===== src/rtl/spi_ctl_pkg.sv =====
package spi_ctl_pkg;

    typedef enum logic [1:0] {
        ST_IDLE  = 2'd0,
        ST_LEAD  = 2'd1,
        ST_TRAIL = 2'd2
    } xfer_state_t;

    localparam logic [1:0] A_DATA = 2'd0;
    localparam logic [1:0] A_CTL  = 2'd1;
    localparam logic [1:0] A_STAT = 2'd2;

    // Half of the SCK period in base ticks for each rate code.
    function automatic int unsigned half_period(input logic [1:0] code);
        int unsigned base;
        base = code[1] ? 16 : 2;
        return code[0] ? (base * 2) : base;
    endfunction

endpackage


===== src/rtl/spi_ctl_sync.sv =====
module spi_ctl_sync #(
    parameter int unsigned   W   = 1,
    parameter logic [W-1:0]  RST = '0
) (
    input  logic         clk,
    input  logic         rst_n,
    input  logic [W-1:0] d,
    output logic [W-1:0] q
);

    logic [W-1:0] stage1;

    always_ff @(posedge clk or negedge rst_n) begin
        if (!rst_n) begin
            stage1 <= RST;
            q      <= RST;
        end else begin
            stage1 <= d;
            q      <= stage1;
        end
    end

endmodule


===== src/rtl/spi_ctl_clkdiv.sv =====
module spi_ctl_clkdiv
    import spi_ctl_pkg::*;
#(
    parameter int unsigned CNT_W = 5
) (
    input  logic       clk,
    input  logic       rst_n,
    input  logic       run,
    input  logic       src_tmr,
    input  logic       tmr_ovf,
    input  logic [1:0] rate,
    output logic       tick
);

    logic [CNT_W-1:0] cnt_q;
    logic [CNT_W-1:0] last;
    logic             base;

    assign base = src_tmr ? tmr_ovf : 1'b1;
    assign last = CNT_W'(half_period(rate) - 1);
    assign tick = run && base && (cnt_q == last);

    always_ff @(posedge clk or negedge rst_n) begin
        if (!rst_n) begin
            cnt_q <= '0;
        end else if (!run) begin
            cnt_q <= '0;
        end else if (base) begin
            cnt_q <= (cnt_q == last) ? '0 : cnt_q + CNT_W'(1);
        end
    end

    // Two edges of SCK are never one clock apart (half period >= 2).
    p_tick_gap_r1: assert property (@(posedge clk) disable iff (!rst_n)
        tick |=> !tick);

endmodule


===== src/rtl/spi_ctl_engine.sv =====
module spi_ctl_engine
    import spi_ctl_pkg::*;
#(
    parameter int unsigned W = 8
) (
    input  logic         clk,
    input  logic         rst_n,
    input  logic         enable,
    input  logic         master,
    input  logic         tx_full,
    input  logic [W-1:0] tx_byte,
    input  logic         tick,
    input  logic         ss_s,
    input  logic         sck_rise,
    input  logic         sck_fall,
    input  logic         mosi_s,
    input  logic         miso_in,
    output logic         load,
    output logic         done,
    output logic [W-1:0] rx_byte,
    output logic         sck_out,
    output logic         out_bit,
    output logic         run_mst
);

    localparam int unsigned   CW   = $clog2(W);
    localparam logic [CW-1:0] LAST = CW'(W - 1);

    xfer_state_t   st_q, st_d;
    logic          is_mst;
    logic [CW-1:0] bit_q;
    logic [W-1:0]  sh_q;
    logic          samp_q;
    logic          start_m, start_s, start;
    logic          abort, adv_lead, adv_trail, shift_ev, last_bit;

    assign start_m   = enable && master && tx_full;
    assign start_s   = enable && !master && !ss_s;
    assign start     = start_m || start_s;
    assign abort     = !enable || (is_mst != master) || (!is_mst && ss_s);
    assign adv_lead  = is_mst ? tick : sck_rise;
    assign adv_trail = is_mst ? tick : sck_fall;
    assign last_bit  = (bit_q == LAST);
    assign shift_ev  = (st_q == ST_TRAIL) && !abort && adv_trail;

    // State register
    always_ff @(posedge clk or negedge rst_n) begin
        if (!rst_n) st_q <= ST_IDLE;
        else        st_q <= st_d;
    end

    // Next state
    always_comb begin
        st_d = st_q;
        unique case (st_q)
            ST_IDLE: begin
                if (start) st_d = ST_LEAD;
            end
            ST_LEAD: begin
                if (abort)         st_d = ST_IDLE;
                else if (adv_lead) st_d = ST_TRAIL;
            end
            ST_TRAIL: begin
                if (abort)          st_d = ST_IDLE;
                else if (adv_trail) st_d = last_bit ? ST_IDLE : ST_LEAD;
            end
            default: st_d = ST_IDLE;
        endcase
    end

    // Shift datapath
    always_ff @(posedge clk or negedge rst_n) begin
        if (!rst_n) begin
            is_mst <= 1'b0;
            bit_q  <= '0;
            sh_q   <= '0;
            samp_q <= 1'b0;
        end else begin
            if (st_q == ST_IDLE && start) begin
                is_mst <= master;
                bit_q  <= '0;
                if (tx_full) sh_q <= tx_byte;
            end
            if (st_q == ST_LEAD && !abort && adv_lead)
                samp_q <= is_mst ? miso_in : mosi_s;
            if (shift_ev) begin
                sh_q  <= {sh_q[W-2:0], samp_q};
                bit_q <= bit_q + CW'(1);
            end
        end
    end

    // Outputs
    always_comb begin
        load    = (st_q == ST_IDLE) && start && tx_full;
        done    = shift_ev && last_bit;
        rx_byte = {sh_q[W-2:0], samp_q};
        sck_out = (st_q == ST_TRAIL) && is_mst;
        out_bit = sh_q[W-1];
        run_mst = (st_q != ST_IDLE) && is_mst;
    end

    p_done_idle_r3: assert property (@(posedge clk) disable iff (!rst_n)
        done |=> (st_q == ST_IDLE));

    p_sck_on_tick_r1: assert property (@(posedge clk) disable iff (!rst_n)
        (run_mst && !tick && !abort) |=> $stable(sck_out));

endmodule


===== src/rtl/spi_ctl.sv =====
module spi_ctl
    import spi_ctl_pkg::*;
#(
    parameter int unsigned DATA_W = 8,
    parameter int unsigned CNT_W  = 5
) (
    input  logic              clk,
    input  logic              rst_n,
    input  logic [1:0]        bus_sel,
    input  logic              bus_wr,
    input  logic              bus_rd,
    input  logic [DATA_W-1:0] bus_wdata,
    output logic [DATA_W-1:0] bus_rdata,
    input  logic              irq_en,
    input  logic              tmr_ovf,
    input  logic              ss_n_in,
    input  logic              sck_in,
    input  logic              mosi_in,
    input  logic              miso_in,
    output logic              sck_out,
    output logic              sck_oe,
    output logic              mosi_out,
    output logic              mosi_oe,
    output logic              miso_out,
    output logic              miso_oe,
    output logic              irq
);

    localparam int unsigned SYNC_W = 3;

    // Control fields
    logic              c_en, c_mst, c_src;
    logic [1:0]        c_rate;
    // Status flags and settings
    logic              f_done, f_wcol, f_mflt, f_txe;
    logic              s_ign, s_sodis, s_enh;
    // Transmit buffer and received byte
    logic [DATA_W-1:0] tx_buf, rx_q;
    logic              tx_full;
    logic              arm_q;

    logic [SYNC_W-1:0] sync_q;
    logic              ss_s, sck_s, mosi_s, sck_d;
    logic              wr_data, wr_ctl, wr_stat, rd_data, rd_stat;
    logic              acc_clr, fault, wcol_set;
    logic              eng_load, eng_done, eng_tick, eng_run, eng_bit;
    logic [DATA_W-1:0] eng_rx;

    assign wr_data = bus_wr && (bus_sel == A_DATA);
    assign wr_ctl  = bus_wr && (bus_sel == A_CTL);
    assign wr_stat = bus_wr && (bus_sel == A_STAT);
    assign rd_data = bus_rd && (bus_sel == A_DATA);
    assign rd_stat = bus_rd && (bus_sel == A_STAT);

    spi_ctl_sync #(.W(SYNC_W), .RST(3'b100)) u_sync (
        .clk   (clk),
        .rst_n (rst_n),
        .d     ({ss_n_in, sck_in, mosi_in}),
        .q     (sync_q)
    );
    assign {ss_s, sck_s, mosi_s} = sync_q;

    always_ff @(posedge clk or negedge rst_n) begin
        if (!rst_n) sck_d <= 1'b0;
        else        sck_d <= sck_s;
    end

    spi_ctl_clkdiv #(.CNT_W(CNT_W)) u_div (
        .clk     (clk),
        .rst_n   (rst_n),
        .run     (eng_run),
        .src_tmr (c_src),
        .tmr_ovf (tmr_ovf),
        .rate    (c_rate),
        .tick    (eng_tick)
    );

    spi_ctl_engine #(.W(DATA_W)) u_eng (
        .clk      (clk),
        .rst_n    (rst_n),
        .enable   (c_en),
        .master   (c_mst),
        .tx_full  (tx_full),
        .tx_byte  (tx_buf),
        .tick     (eng_tick),
        .ss_s     (ss_s),
        .sck_rise (sck_s && !sck_d),
        .sck_fall (!sck_s && sck_d),
        .mosi_s   (mosi_s),
        .miso_in  (miso_in),
        .load     (eng_load),
        .done     (eng_done),
        .rx_byte  (eng_rx),
        .sck_out  (sck_out),
        .out_bit  (eng_bit),
        .run_mst  (eng_run)
    );

    assign fault    = c_en && c_mst && !s_ign && !ss_s;
    assign acc_clr  = arm_q && (rd_data || wr_data);
    assign wcol_set = wr_data && tx_full;

    // Control register; a mode fault drops the master bit.
    always_ff @(posedge clk or negedge rst_n) begin
        if (!rst_n) begin
            c_en   <= 1'b0;
            c_mst  <= 1'b0;
            c_rate <= 2'b00;
            c_src  <= 1'b0;
        end else begin
            if (wr_ctl) begin
                c_en   <= bus_wdata[0];
                c_mst  <= bus_wdata[1];
                c_rate <= bus_wdata[3:2];
                c_src  <= bus_wdata[4];
            end
            if (fault) c_mst <= 1'b0;
        end
    end

    // Status flags: hardware set wins over any clear in the same cycle.
    always_ff @(posedge clk or negedge rst_n) begin
        if (!rst_n) begin
            f_done  <= 1'b0;
            f_wcol  <= 1'b0;
            f_mflt  <= 1'b0;
            f_txe   <= 1'b0;
            s_ign   <= 1'b0;
            s_sodis <= 1'b0;
            s_enh   <= 1'b0;
            arm_q   <= 1'b0;
        end else begin
            if (eng_done)                                  f_done <= 1'b1;
            else if ((wr_stat && !bus_wdata[7]) || acc_clr) f_done <= 1'b0;

            if (wcol_set)                                  f_wcol <= 1'b1;
            else if ((wr_stat && !bus_wdata[6]) || acc_clr) f_wcol <= 1'b0;

            if (fault)                         f_mflt <= 1'b1;
            else if (wr_stat && !bus_wdata[5]) f_mflt <= 1'b0;

            if (eng_load)                      f_txe <= 1'b1;
            else if (wr_stat && !bus_wdata[4]) f_txe <= 1'b0;

            if (wr_stat) begin
                s_ign   <= bus_wdata[2];
                s_sodis <= bus_wdata[1];
                s_enh   <= bus_wdata[0];
            end

            if (rd_stat)                 arm_q <= 1'b1;
            else if (rd_data || wr_data) arm_q <= 1'b0;
        end
    end

    // Transmit buffer and receive holding register
    always_ff @(posedge clk or negedge rst_n) begin
        if (!rst_n) begin
            tx_buf  <= '0;
            tx_full <= 1'b0;
            rx_q    <= '0;
        end else begin
            if (wr_data && !tx_full) begin
                tx_buf  <= bus_wdata;
                tx_full <= 1'b1;
            end else if (eng_load) begin
                tx_full <= 1'b0;
            end
            if (eng_done) rx_q <= eng_rx;
        end
    end

    always_comb begin
        unique case (bus_sel)
            A_DATA:  bus_rdata = rx_q;
            A_CTL:   bus_rdata = DATA_W'({c_src, c_rate, c_mst, c_en});
            A_STAT:  bus_rdata = DATA_W'({f_done, f_wcol, f_mflt, f_txe,
                                          1'b0, s_ign, s_sodis, s_enh});
            default: bus_rdata = '0;
        endcase
    end

    assign sck_oe   = c_en && c_mst;
    assign mosi_oe  = c_en && c_mst;
    assign mosi_out = eng_bit;
    assign miso_out = eng_bit;
    assign miso_oe  = c_en && !c_mst && !ss_s && !s_sodis;
    assign irq      = irq_en && (f_done || f_mflt || (s_enh && f_txe));

    p_wcol_drop_r5: assert property (@(posedge clk) disable iff (!rst_n)
        (wr_data && tx_full) |=> ($stable(tx_buf) && f_wcol));

    p_txe_on_load_r6: assert property (@(posedge clk) disable iff (!rst_n)
        eng_load |=> f_txe);

    p_fault_release_r7: assert property (@(posedge clk) disable iff (!rst_n)
        fault |=> (f_mflt && !sck_oe && !mosi_oe));

    p_ign_no_fault_r8: assert property (@(posedge clk) disable iff (!rst_n)
        (s_ign && !f_mflt) |=> !f_mflt);

endmodule


===== config.mk =====
export PLATFORM = sky130hd
export DESIGN_NAME = spi_ctl
export DESIGN_NICKNAME = d
export VERILOG_FILES = /design/src/rtl/spi_ctl_pkg.sv /design/src/rtl/spi_ctl_sync.sv /design/src/rtl/spi_ctl_clkdiv.sv /design/src/rtl/spi_ctl_engine.sv /design/src/rtl/spi_ctl.sv
export SDC_FILE = /design/constraint.sdc
export NUM_CORES = 1
export LEC_CHECK = 0
export ABC_AREA = 1
export BUFFER_PORTS_ARGS = -buffer_cell sky130_fd_sc_hd__buf_2
export CORE_UTILIZATION = 39
export CTS_CLUSTER_SIZE = 14
export DETAILED_ROUTE_END_ITERATION = 10
export PLACE_DENSITY_LB_ADDON = 0.08
export SYNTH_ARGS = -nofsm -noshare
export SYNTH_HDL_FRONTEND = slang
export SYNTH_SLANG_ARGS = --single-unit

===== constraint.sdc =====
create_clock -name clk -period 3.39 [get_ports clk]
set_input_delay 0.339 -clock clk [delete_from_list [all_inputs] [get_ports clk]]
set_output_delay 0.339 -clock clk [all_outputs]
set_load 0.01 [all_outputs]

# --- After elaboration in Yosys (flattened, before gate mapping) ---
# Index checks and enable logic that the tools add are counted.
word_totals:
  ff_bits: 57
  out_inout_bits: 15
op_classes:
  n_reduce_logical: 71
  eq_ne: 11
  addsub: 3
  mux: 36
ops:
  columns: ["operator", "n"]
  rows:
  - ["$logic_and A1 B1 Y1", 35]
  - ["$mux W5", 5]
  - ["$mux W8", 3]
  - ["$pmux W8 S3", 1]
  - ["$reduce_bool A2 Y1", 10]
  - ["$mux W1", 19]
  - ["$logic_not A1 Y1", 14]
  - ["$mux W2", 5]
  - ["$logic_or A1 B1 Y1", 8]
  - ["$mux W3", 2]
  - ["$ne A3 B1 Y1 const B", 2]
  - ["$pmux W2 S3", 1]
  - ["$add A5 B1 Y5 const B", 1]
  - ["$eq A5 B5 Y1", 1]
  - ["$sub A5 B1 Y5 const B", 1]
  - ["$eq A2 B1 Y1 const B", 2]
  - ["$eq A2 B2 Y1 const B", 2]
  - ["$logic_not A2 Y1", 2]
  - ["$add A3 B1 Y3 const B", 1]
  - ["$eq A3 B3 Y1 const B", 1]
  - ["$reduce_and A3 Y1", 1]
  - ["$ne A2 B1 Y1 const B", 1]
  - ["$ne A2 B2 Y1 const B", 1]
  - ["$reduce_and A2 Y1", 1]
  - ["$ne A1 B1 Y1", 1]

# --- Depth between registers and ports, before layout ---
logic_depth:
  depth_word: 9
  ltp_mapped: 14
  ltp_nobuf: 13

# --- Modules after synthesis ---
# Synthesis repeated with hierarchy kept, for this count alone.
unflattened:
  cells_unflattened: 377
  hier_area_um2: 2987.9
modules_own_cells:
  columns: ["mod", "seq_area_each_um2", "instances", "cells_per_inst", "area_each_um2"]
  rows:
  - ["spi_ctl", 775.7, 1, 170, 1467.7]
  - ["spi_ctl_engine", 375.4, 1, 136, 960.9]
  - ["spi_ctl_clkdiv", 125.1, 1, 65, 406.6]
  - ["spi_ctl_sync", 152.6, 1, 6, 152.6]

# --- Least setup slack after synthesis ---
# OpenSTA, ideal clock, no wires.
synth_path:
  path_kind: "reg2reg"
  startpoint: "reg c_rate[1]"
  endpoint: "reg rx_q[7]"
  path_buffers: 1
  period_less_slack_ns: 1.826
  path_stages_with_launch: 13
  path_slack_ns: 1.564
  arrival_ns: 1.709
  cell_sequence: "dfrtp_1 inv_1 nand2_1 ha_1 nand2_1 nand3_1 nor2_1 nand3_2 nand2_2 nand4_4 buf_6 nand2_1 o21ai_2"
synth_via:
  elab_chain_cells: 8
synth_rtl:
  columns: ["element", "line_no", "rtl"]
  rows:
  - ["start: declaration", "spi_ctl.sv:33", "logic [1:0] c_rate;"]
  - ["start signal: assignment", "spi_ctl.sv:114", "c_rate <= bus_wdata[3:2];"]
  - ["$mux W5", "spi_ctl_pkg.sv:16", "base = code[1] ? 16 : 2;"]
  - ["$mux W5", "spi_ctl_pkg.sv:17", "return code[0] ? (base * 2) : base;"]
  - ["$sub A5 B1 Y5", "spi_ctl_clkdiv.sv:20", "assign last = CNT_W'(half_period(rate) - 1);"]
  - ["$eq A5 B5 Y1", "spi_ctl_clkdiv.sv:21", "assign tick = run && base && (cnt_q == last);"]
  - ["$logic_and A1 B1 Y1", "spi_ctl_clkdiv.sv:21", null]
  - ["$mux W1", "spi_ctl_engine.sv:42", "assign adv_trail = is_mst ? tick : sck_fall;"]
  - ["$logic_and A1 B1 Y1", "spi_ctl_engine.sv:44", "assign shift_ev = (st_q == ST_TRAIL) && !abort && adv_trail;"]
  - ["$logic_and A1 B1 Y1", "spi_ctl_engine.sv:96", "done = shift_ev && last_bit;"]
  - ["end signal: assignment", "spi_ctl.sv:169", "if (eng_done) rx_q <= eng_rx;"]
  - ["end: declaration", "spi_ctl.sv:38", "logic [DATA_W-1:0] tx_buf, rx_q;"]
# Every way passes these cells.
# A chain may end at the register's enable or synchronous reset.

# --- Final worst setup path ---
layout_path:
  startpoint: "reg c_rate[0]"
  endpoint: "reg u_eng.sh_q[3]"
layout_via:
  elab_chain_cells: 8
  elab_cells_between_ends: 10
  cone_classes: "1 x add/sub; 1 x eq/ne; 3 x mux; 5 x reduce/logical"
layout_rtl:
  columns: ["element", "line_no", "rtl"]
  rows:
  - ["$mux W5 *", "spi_ctl_pkg.sv:17", null]
  - ["$sub A5 B1 Y5 *", "spi_ctl_clkdiv.sv:20", null]
  - ["$eq A5 B5 Y1 *", "spi_ctl_clkdiv.sv:21", null]
  - ["$logic_and A1 B1 Y1 *", "spi_ctl_clkdiv.sv:21", null]
  - ["$mux W1 *", "spi_ctl_engine.sv:42", null]
  - ["$logic_and A1 B1 Y1 *", "spi_ctl_engine.sv:44", null]
  - ["$reduce_bool A2 Y1 (no line)", null, null]
  - ["$reduce_and A2 Y1 (no line)", null, null]
  - ["end signal: assignment", "spi_ctl_engine.sv:82", "if (tx_full) sh_q <= tx_byte;"]
  - ["end signal: assignment", "spi_ctl_engine.sv:87", "sh_q <= {sh_q[W-2:0], samp_q};"]
  - ["end: declaration", "spi_ctl_engine.sv:32", "logic [W-1:0] sh_q;"]
# Mark *: on every way between the ends. The rest lies on a longest branch, timed or not.

==> metrics.csv <==
stage;metric;value;unit
cts;post-CTS setup repair buffer count;0;
global_routing;number of global-route vias before repair;2079;
floorplan;Site Rows;30;
setup_path;crit-path cells;inv_1 > nand2_1 > ha_1 > nand2_1 > nand3_1 > nor2_1 > nand3_2 > nand2_2 > nand3_2 > nand3_1 > nand3_1;
final_layout;area of the multi-input gates;0.00109;mm^2
cts;clk root buf;clkbuf_8;
setup_path;Critical path buffers and inverters;1;
sta;Max Fclk;448;MHz
floorplan;starting density of the core;0.405;
setup_path;CP max stage delay;430;ps
sta;RSZ-0062 raised after global routing;false;
final_layout;P&R area growth vs syn;15.4;%
power_and_ir_drop;Worst VDD drop;0.222;mV
final_layout;non-filler instance count after layout;461;
setup_path;CP Data Required Time;3600;ps
global_routing;total congestion overflow;0;
yosys;Post-Syn Area;0.00277;mm^2
route;Starting DRT DRC Count;122;
sta;fin worst setup slack;1160;ps
global_routing;largest net degree at the start of global routing;34;
setup_path;CP most frequent cell;nand3_1;
power_and_ir_drop;LEAKAGE;1.59;nW
sta;Slew @ Worst Pin;793;ps
yosys;Yosys reg bits;57;
floorplan;Die W;86.3;um
place;pre-CTS setup slack;1160;ps
yosys;syn_nets;347;
route;Via Count;2220;
power_and_ir_drop;Seq pwr share;0.452;
setup_path;Critical-path top delay cell;dfrtp_1;
sta;final hold vios;0;
cts;PostCTS Resize Cnt;0;
sta;Clock Skew;11.3;ps
route;WL final;6.29;mm
floorplan;Die Span Y;86.3;um
cts;CTS tree;built;
final_layout;fraction of layout cells with a size suffix above 1;0.205;
route;final antenna-violating net count;0;
power_and_ir_drop;Pwr Density;662;mW/mm^2
route;Initial DRT Pass Iterations;4;
setup_path;maximum net fanout on the critical path;14;
sta;Slew Limit Headroom;0.471;
power_and_ir_drop;Psw;747;uW
cts;Clock Sinks;57;
final_layout;Fillers;715;
global_routing;global-route layer with the greatest usage;met2;
route;DRC viols;0;
route;DR WL/cell;13.6;um
final_layout;commonest cells after routing, fill and taps aside;90 x nand2_1, 55 x dfrtp_1, 48 x inv_1;
cts;worst-skew pair later-pin latency;340;ps
yosys;sequential share of the synthesized area;0.516;
power_and_ir_drop;sw frac;0.353;
sta;post-route clock period utilization;0.658;
power_and_ir_drop;clock network power share;0.303;
flow_run;Max Cap Viol;0;
setup_path;Critical Path Source Type;register;
min_path;HP Class;input pin to async pin;
setup_path;largest delay contributor family on the critical path;simple AND/OR/NAND/NOR gates;
cts;H-tree lvl count;3;
setup_path;CP endpoint kind;register;
sta;# setup viols final;0;
setup_path;Data arrival, critical path;2440;ps
cts;Inserted Clock Buffers;9;
power_and_ir_drop;Internal;1.37;mW
place;PortBufs;34;
final_layout;Layout Nets;384;
place;GP Congestion;0.812;
yosys;Yosys Warn Count;0;
route;via/cell ratio;4.82;
sta;Pins Over Slew Limit;0;
setup_path;worst setup path class;register to register;
global_routing;global routing usage on met3;0.0590;
global_routing;grt met1 use;0.260;
yosys;Mapped Cells;323;
cts;Clock Path Buffers;2;
global_routing;GRT met2 Usage;0.288;
cts;Worst-path clk slew;70;ps
floorplan;Die Area;0.00744;mm^2
sta;clock period minus worst slack;2230;ps
final_layout;Diodes inserted;0;
global_routing;initial antenna violation count;0;
sta;setup_tns;0;ps
yosys;post-synth cell types;32;
yosys;Syn Area/Cell;8.57;um^2
global_routing;gr usage total;0.188;
final_layout;fin util;0.468;
place;HPWL Detailed;4.62;mm
final_layout;most common cell after layout, fill and taps aside;nand2_1;
final_layout;Sequential Area;0.00143;mm^2
status;status;completed;
place;dpl cells;445;
floorplan;# IOs;35;
floorplan;core area;0.00683;mm^2
global_routing;first-pass GRT wire length;10.6;mm
power_and_ir_drop;combinational power share;0.245;
cts;CTS Hold Buffers Added;0;
==> metrics by stage <==
step / power [mW] / cell area, um^2 / hold WS, ps
2_1_floorplan: 1.34 / 2770 / 43.4
3_3_place_gp: 1.49 / 3000 / 343
3_5_place_dp: 1.49 / 3000 / 339
4_1_cts: 2.14 / 3190 / 88.1
5_1_grt: 2.27 / 3190 / 83.0
6_report: 2.11 / 3190 / 89.3
==> power by group through the flow <==
stage                     registers, mW  logic, mW  clock network (mW)
final                             0.956      0.518               0.640
after global routing              0.975      0.603               0.689
after CTS                         0.956      0.530               0.653
after detailed placement          0.967      0.527                   0
after global placement            0.966      0.521                   0
after floorplan                   0.930      0.410                   0
==> worst paths after layout <==
path	from	to	slack, ps	cells past startpoint
setup reg to reg	c_rate[0]	u_eng.sh_q[3]	1160	11
min in group clk	ss_n_in	u_sync.stage1[2]	100	1
max in group asynchronous	rst_n	u_eng.sh_q[1]	2470	2
hold / removal	rst_n	f_done	90	1
setup / recovery	c_rate[0]	u_eng.sh_q[3]	1160	11
hold reg to reg	u_sync.stage1[0]	u_sync.q[0]	360	0
==> flip-flops by register name, summed over array words and instances, names as in the netlist, 2 cells and up <==
signal,flops
tx_buf,8
u_eng.sh_q,8
u_eng.st_q,2
u_eng.bit_q,3
u_div.cnt_q,5
u_sync.q,3
c_rate,2
rx_q,8
u_sync.stage1,3
==> Yosys cell counts (all sizes together) <==
cell / count / area share
o22ai: 3 / 0.0068
xor2: 2 / 0.0063
dfrtp: 55 / 0.50
nand2: 92 / 0.13
a21oi: 3 / 0.0068
nor3: 3 / 0.0095
a22o: 1 / 0.0032
buf: 8 / 0.024
nor2: 12 / 0.021
inv: 49 / 0.066
xnor2: 1 / 0.0032
dfstp: 2 / 0.019
o31ai: 1 / 0.0027
ha: 4 / 0.018
a31oi: 1 / 0.0023
and2: 1 / 0.0023
nand4: 9 / 0.026
o211ai: 3 / 0.0081
o21ai: 43 / 0.094
nand3: 29 / 0.056
clkbuf: 1 / 0.0014
==> per-layer routing <==
metal	part of all wire	routed length, um
met5	0	0
met4	0.0089	56
met3	0.045	280
met2	0.46	2900
met1	0.49	3050
==> kinds of logic (layout without fill, tap and decap cells) <==
kind of cell | after synthesis | in the layout | synth area share
fa+ha+maj | 4 | 4 | 0.0181
simple gates | 146 | 146 | 0.241
flops | 57 | 57 | 0.516
xor+xnor | 3 | 3 | 0.00949
buf+inv | 58 | 100 | 0.0917
compound gates | 55 | 55 | 0.124
==> layout make-up <==
cell class | instances | share of cell area
flip-flops and latches | 57 | 0.447
clock inverters | 5 | 0.0176
multi-input cells | 208 | 0.340
clock buffers | 11 | 0.0443
well taps | 96 | 0.0376
repair buffers | 35 | 0.0556
inverters | 49 | 0.0576
(Power assumes the default switching activity.)
